<file path="src/rtl/usrt_xcvr.sv">
module usrt_xcvr #(
  parameter int MAXW = 9,
  parameter int NW   = $clog2(MAXW + 1)
) (
  input  logic            clk,
  input  logic            rst_n,
  input  logic            bit_clk,
  input  logic            rx,
  output logic            tx,
  input  logic [NW-1:0]   data_bits,
  input  logic [1:0]      par_mode,
  input  logic [MAXW-1:0] tx_data,
  input  logic            tx_valid,
  output logic            tx_ready,
  output logic [MAXW-1:0] rx_data,
  output logic            rx_valid,
  output logic            rx_par_err,
  output logic            rx_stop_err
);
  localparam int FW = MAXW + 3;
  localparam int CW = $clog2(FW + 1);

  logic [2:0] bsync;
  logic       tick;
  always_ff @(posedge clk)
    if (!rst_n) bsync <= '1;
    else        bsync <= {bsync[1:0], bit_clk};
  assign tick = bsync[1] & ~bsync[2];

  logic          par_on, par_odd;
  logic [CW-1:0] nbits;
  assign par_on  = (par_mode == 2'd1) || (par_mode == 2'd2);
  assign par_odd = (par_mode == 2'd2);
  assign nbits   = CW'(data_bits);

  // transmit
  logic [FW-1:0] frame, tx_sh;
  logic [CW-1:0] tlen, tx_left;
  logic          tpar, tx_busy, tx_q, accept;

  always_comb begin
    frame    = '1;
    frame[0] = 1'b0;
    tpar     = par_odd;
    for (int i = 0; i < MAXW; i++)
      if (i < int'(data_bits)) begin
        frame[i+1] = tx_data[i];
        tpar       = tpar ^ tx_data[i];
      end
    if (par_on) frame[nbits + CW'(1)] = tpar;
    tlen = nbits + (par_on ? CW'(3) : CW'(2));
  end

  assign accept   = tx_valid & ~tx_busy;
  assign tx_ready = ~tx_busy;
  assign tx       = tx_q;

  always_ff @(posedge clk)
    if (!rst_n) begin
      tx_busy <= 1'b0;
      tx_q    <= 1'b1;
      tx_sh   <= '1;
      tx_left <= '0;
    end else if (accept) begin
      tx_busy <= 1'b1;
      tx_sh   <= frame;
      tx_left <= tlen;
    end else if (tick && tx_busy) begin
      if (tx_left != '0) begin
        tx_q    <= tx_sh[0];
        tx_sh   <= {1'b1, tx_sh[FW-1:1]};
        tx_left <= tx_left - CW'(1);
      end else begin
        tx_busy <= 1'b0;
        tx_q    <= 1'b1;
      end
    end

  // receive
  logic            rx_act, rx_pacc;
  logic [CW-1:0]   rx_cnt;
  logic [MAXW-1:0] rx_sh;

  always_ff @(posedge clk)
    if (!rst_n) begin
      rx_act      <= 1'b0;
      rx_pacc     <= 1'b0;
      rx_cnt      <= '0;
      rx_sh       <= '0;
      rx_data     <= '0;
      rx_valid    <= 1'b0;
      rx_par_err  <= 1'b0;
      rx_stop_err <= 1'b0;
    end else begin
      rx_valid    <= 1'b0;
      rx_par_err  <= 1'b0;
      rx_stop_err <= 1'b0;
      if (tick) begin
        if (!rx_act) begin
          if (!rx) begin
            rx_act  <= 1'b1;
            rx_cnt  <= '0;
            rx_sh   <= '0;
            rx_pacc <= par_odd;
          end
        end else if (rx_cnt < nbits) begin
          rx_sh[rx_cnt] <= rx;
          rx_pacc       <= rx_pacc ^ rx;
          rx_cnt        <= rx_cnt + CW'(1);
        end else if (par_on && rx_cnt == nbits) begin
          rx_pacc <= rx_pacc ^ rx;
          rx_cnt  <= rx_cnt + CW'(1);
        end else begin
          rx_act      <= 1'b0;
          rx_valid    <= 1'b1;
          rx_data     <= rx_sh;
          rx_par_err  <= par_on & rx_pacc;
          rx_stop_err <= ~rx;
        end
      end
    end

  p_tick_single_r2: assert property (@(posedge clk) disable iff (!rst_n)
    tick |=> !tick);
  p_tx_on_tick_r4: assert property (@(posedge clk) disable iff (!rst_n)
    !$stable(tx) |-> $past(tick));
  p_ready_drop_r5: assert property (@(posedge clk) disable iff (!rst_n)
    (tx_valid && tx_ready) |=> !tx_ready);
  p_valid_pulse_r8: assert property (@(posedge clk) disable iff (!rst_n)
    rx_valid |=> !rx_valid);
  p_par_flag_r9: assert property (@(posedge clk) disable iff (!rst_n)
    rx_par_err |-> rx_valid);
  p_stop_flag_r10: assert property (@(posedge clk) disable iff (!rst_n)
    rx_stop_err |-> rx_valid);
  p_idle_high_r11: assert property (@(posedge clk) disable iff (!rst_n)
    tx_ready |-> tx);
endmodule

</file>
<file path="config.mk">
export PLATFORM = sky130hd
export DESIGN_NAME = usrt_xcvr
export DESIGN_NICKNAME = d
export VERILOG_FILES = /design/src/rtl/usrt_xcvr.sv
export SDC_FILE = /design/constraint.sdc
export NUM_CORES = 1
export LEC_CHECK = 0
export BUFFER_PORTS_ARGS = -buffer_cell sky130_fd_sc_hd__buf_2
export CORE_MARGIN = 2
export CORE_UTILIZATION = 35
export CTS_BUF_LIST = sky130_fd_sc_hd__clkbuf_16
export DETAILED_ROUTE_END_ITERATION = 8
export GPL_ROUTABILITY_DRIVEN = 0
export PLACE_DENSITY = 0.52
export SKIP_CTS_REPAIR_TIMING = 1
export SLEW_MARGIN = 0
export SYNTH_ARGS = -nofsm -noshare
export SYNTH_HDL_FRONTEND = slang
export SYNTH_SLANG_ARGS = --single-unit
export TNS_END_PERCENT = 20
</file>
<file path="constraint.sdc">
create_clock -name clk -period 4.36 [get_ports clk]
set_clock_uncertainty 0.05 [all_clocks]
set_input_delay 0.872 -clock clk [delete_from_list [all_inputs] [get_ports clk]]
set_output_delay 0.872 -clock clk [all_outputs]
set_load 0.02 [all_outputs]
</file>
==> metrics.cfg, run 1 <==
[run_status]
outcome=completed

[floorplan]
dieArea_um2=8580
die_w_um=92.6
start_util_pct=35.8
dieHeight_um=92.6
io_pins=34
fp.coreArea_um2=7690
rows=32

[placed_design]
hpwl_um=5040
dp.cells=472
pre_cts_slack_ps=864
portBuffers=33

[cts]
cts_tree=done
cts_buffers=5
clkTransAtPathRegs_ps=70
clock-root-buffer=clkbuf_16
worst_skew_pair.late_latency_ps=290
numClockSinks=48
htreeDepth=2
clockBufferDepth=2

[worst_setup_path]
cp_slowest_cell=nor2_1
start_kind=input port
critPathKind=input port to flop
r2r-end=rx_par_err
rr_startpoint=rx_cnt[0]
cp.depth=9
crit_top_cell=nand2_1
reg2reg_slack_ps=1570
cp-end-kind=flop
cp_top_family=simple AND/OR/NAND/NOR gates
ff2ff_path_depth=8
path_max_fanout=14
required_ps=4520
critPathBufInv=2
slowest_delay_ps=670
arrival_ps=3430
crit_chain=buf_2, inv_1, ha_1, nand2_1, a21oi_1, o211ai_1, nor2_1, nand2_1, nor3b_1

[synthesis]
synth_cell_types=50
synth_top_family_by_area=simple AND/OR/NAND/NOR gates
synthMuxAreaShare_pct=4.05
async_flop_share_pct=0
yosysWarnings=0
yosys.area_share.simple_pct=24.7
syn-cell-area_um2=2750
ys_seq_area_share_pct=34.9
synth_compound_gate_area_share_pct=21.4
synth_edf_count=0
ys_ff_latch=48
synthAdderAreaFrac_pct=5.46
synthesis.instances=351
synth_xor_area_share_pct=4.37
synthFlopType=dfxtp_1
synth_area_per_cell_um2=7.84
synth_nets=383

[detailed_routing]
drt-pass1-iter-count=4
routed.top_layer=met4
drt-met1-wl_um=3560
drcViolationCount=0
avgRoutedWirePerCell_um=14.4
met3_length_um=263
ant_nets=0
route.final.wire_length_um=6890
dr_wl_met2_um=2970
drtIter0Drc=132
vias=2518
vias_per_cell=5.25

[global_routing]
antenna_found_initial=0
grt_pass1_vias=2342
grt_usage_pct=17.0
grt_pass1_wl_um=11700
overflow=0
grt_max_degree=31

[finish]
nFillCells=827
fin_nets=409
insertedDiodeCount=0
final_common_cell=nand2_1
final_cell_mix=nand2_1, dfxtp_1, a21oi_1, buf_2, nor2_1
finalNonFillerCells=480
drive_gt1_share_pct=14.0
area_growth_pct=14.8

[sta]
finalCriticalPeriod_ps=3270
fmax_mhz=306
slew_headroom_pct=48.7
rsz0062_at_grt=no
final_max_slew_viol_count=0
fin_crit_sh_pct=74.9
setup_ws_ps=1090
finalHoldViolCount=0
finalSetupViolations=0
fin_setup_tns_ps=0
worst_pin_slew_ps=770

[hold_path]
whs_endpoint=bsync[1]
hp-class=flop to flop
hold_depth=1
worstHoldStart=bsync[0]

[pwr]
p_per_area_nw_per_um2=338
vdd_ir_drop_max_mv=0.149
leakage_uw=0.00123
power.total_uw=1070

[flow_run]
max-cap-violations=0

-- flip-flops by register name, indices dropped and copies added (netlist names) --
name / flops
tx_sh: 12
rx_data: 9
rx_sh: 9
rx_cnt: 4
tx_left: 4
bsync: 3
rx_act: 1
rx_pacc: 1
rx_par_err: 1
rx_stop_err: 1
rx_valid: 1
tx: 1
tx_busy: 1
-- layout make-up --
type,instances,area [um2],share of cell area (%)
sequential,48,961,30.4
tap,102,128,4.04
clock buffer,5,125,3.96
multi-input combinational,270,1650,52.3
clock inverter,3,46.3,1.47
timing repair buffer,36,188,5.94
inverter,16,60.1,1.90
-- per-layer routing --
| layer | vias up | track usage, % |
|---|---|---|
| li1 | 1290 | - |
| met1 | 1155 | 24.2 |
| met2 | 67 | 26.3 |
| met3 | 6 | 2.52 |
| met4 | 0 | 5.51 |
| met5 | - | 0 |
-- how the worst max path moves through the flow --
stage | startpoint | end | slack [ps]
final | data_bits[3] | rx_par_err | 1090
after global routing | data_bits[3] | rx_par_err | 760
after CTS | data_bits[3] | rx_par_err | 1160
after detailed placement | data_bits[3] | rx_par_err | 860
after global placement | data_bits[3] | rx_par_err | 930
after floorplan | data_bits[1] | rx_sh[3] | 1520
-- where the power goes --
part | switching, uW | internal, uW
registers | 9.05 | 452
clock network | 174 | 273
logic | 99.8 | 59.8
total | 283 | 784
-- Yosys cell counts (3+ instances only) --
cell	count	area [um2]
nor2b_1	6	37.5
clkbuf_1	10	37.5
xnor2_1	8	70.1
and3_1	4	25.0
mux2i_1	10	100
nand2_1	56	210
a21oi_1	33	165
buf_2	6	30.0
a21boi_0	8	60.1
nand3_1	7	35.0
nor2_1	24	90.1
nand2b_1	6	37.5
inv_1	15	56.3
o21ai_0	23	115
a31oi_1	12	75.1
nor4_1	9	56.3
ha_1	12	150
a22oi_1	3	22.5
and2_1	4	25.0
a211oi_1	4	30.0
nor3_1	5	25.0
nand4_1	3	18.8
dfxtp_1	48	961
-- cell families (layout without fill, tap and decap cells) --
kind of cell / Yosys count / count (layout)
xor+xnor: 12 / 12
compound gates: 97 / 97
flops: 48 / 48
simple gates: 138 / 138
mux: 11 / 11
fa+ha+maj: 12 / 12
buf+inv: 33 / 60
-- worst register-to-register path, stage by stage (launching register included) --
cell and delay (ps):
dfxtp_1 390, inv_1 130, ha_1 200, nand2b_1 130, a21oi_1 380, o211ai_1 360, nor2_1 670, nand2_1 190
nor3b_1 210
-- stage by stage --
step	utilization (%)	hold WS (ps)	instance area (um2)
2_1_floorplan	-	336	2750
3_3_place_gp	38.9	343	2990
3_5_place_dp	38.9	366	2990
4_1_cts	41.1	384	3160
5_1_grt	41.1	406	3160
6_report	41.1	376	3160
Note: power is estimated with default switching activity, not from simulation.
==> run 2: changes to the inputs <==
Settings changed: PLACE_DENSITY 0.52 to 0.54.
Clock period 4.36 ns to 2.7 ns, I/O delays scaled along.
==> run 2 against run 1 <==
Clock-buffer cell count stayed put. Sequential power is 61% higher. Worst hold slack worse by 14 ps. Via count is 1.7% higher. Sequential cell count stayed put. Cell area is 2.6% higher. Routed wire length is 0.86% higher. Register-to-register slack worse by 1200 ps. Critical path depth is 1 lower. Clock power is 62% higher. Sequential share of layout area is 0.78 points lower. Die area stayed put.
==> metrics.cfg, run 2 (synthesis gave the netlist of run 1 again) <==
[worst_setup_path]
rr_startpoint=tx_left[0]
r2r-end=tx_sh[8]
ff2ff_path_depth=8
cp-end-kind=flop
cp-endpoint=tx_sh[8]
required_ps=2830
reg2reg_slack_ps=400
path_max_fanout=13
critPathKind=flop to flop
arrival_ps=2420
setup.worst_path.start=tx_left[0]
start_kind=flop

[cts]
clock-root-buffer=clkbuf_16
numClockSinks=48
clkTransAtPathRegs_ps=70
clockBufferDepth=2
cts_buffers=5
worst_skew_pair.late_latency_ps=290
cts_tree=done
htreeDepth=2

[sta]
fin_crit_sh_pct=85.1
finalHoldViolCount=0
final_max_slew_viol_count=0
slew_headroom_pct=54.8
finalSetupViolations=0
fin_setup_tns_ps=0
fmax_mhz=435
finalCriticalPeriod_ps=2300
rsz0062_at_grt=no
worst_pin_slew_ps=678
hold_ws_ps=362

[finish]
finalNonFillerCells=491
reg.largest.list=tx_sh x12, rx_data x9, rx_sh x9
insertedDiodeCount=0
nFillCells=847
final_cell_mix=nand2_1, dfxtp_1, a21oi_1, buf_2, nor2_1
finalInstanceArea_um2=3240
register_area_um2=961
final_common_cell=nand2_1
multi_input_area_um2=1650
area_growth_pct=17.8
largest_register=tx_sh
drive_gt1_share_pct=16.5
fin_nets=420
largest_register_ff_count=12

[detailed_routing]
drt-pass1-iter-count=4
ant_nets=0
route.final.wire_length_um=6950
drcViolationCount=0
vias_per_cell=5.21
drtIter0Drc=146
vias=2560
avgRoutedWirePerCell_um=14.2

[hold_path]
hp-class=flop to flop

[global_routing]
grt_pass1_wl_um=11700
antenna_found_initial=0
overflow=0
grt_pass1_vias=2329
grt_usage_pct=16.8
grt_max_degree=19

[floorplan]
io_pins=34
fp.coreArea_um2=7690
rows=32
start_util_pct=35.8
dieArea_um2=8580
dieHeight_um=92.6
die_w_um=92.6

[pwr]
vdd_ir_drop_max_mv=0.265
power.total_uw=1750
leakage_uw=0.00129
p_per_area_nw_per_um2=539

[placed_design]
place_area_um2=3070
portBuffers=33
hpwl_um=5090
dp.cells=483

[run_status]
outcome=completed

[flow_run]
max-cap-violations=0

-- run 2: cell count changes in the layout (fill, tap and decap cells not counted), sizes merged --
cell	before	now
buf	36	47
-- run 2: worst min-delay path by stage --
stage               startpoint        to  slack (ps)  cells after the start
CTS                   bsync[0]  bsync[1]         370                      1
global route          bsync[0]  bsync[1]         380                      1
finish                bsync[0]  bsync[1]         360                      1
detailed placement    bsync[0]  bsync[1]         350                      1
floorplan             bsync[0]  bsync[1]         340                      1
global placement      bsync[0]  bsync[1]         340                      1
-- run 2: final cells by class --
class | count | share of cell area (%)
flip-flops and latches | 48 | 29.7
well taps | 102 | 3.94
inverters | 16 | 1.85
multi-input cells | 270 | 50.9
clock buffers | 5 | 3.86
repair buffers | 47 | 8.34
clock inverters | 3 | 1.43
-- run 2: report_power, final --
group / switching (uW) / internal (uW) / total (uW)
Clock: 281 / 440 / 721
Sequential: 14.8 / 729 / 744
Combinational: 164 / 116 / 280
Total: 459 / 1290 / 1750
-- run 2: metrics by stage --
step	utilization [%]	worst slack [ps]
floorplan	-	195
global placement	39.9	172
detailed placement	39.9	124
CTS	42.2	378
global route	42.2	157
finish	42.2	403
-- run 2: critical path, stage by stage (launching register included) --
cell,delay (ps)
dfxtp_1,360
inv_1,50
ha_1,190
or3b_2,210
and3_1,600
mux2i_1,250
o21ai_0,120
nor4_1,260
a21oi_1,100
-- run 2: routing by layer --
metal	track usage [%]	up-vias	part of all wire, %
met5	0	-	0
met4	4.41	0	1.1
met3	2.20	6	5.0
met2	23.9	73	39
met1	26.5	1166	55
li1	-	1315	-
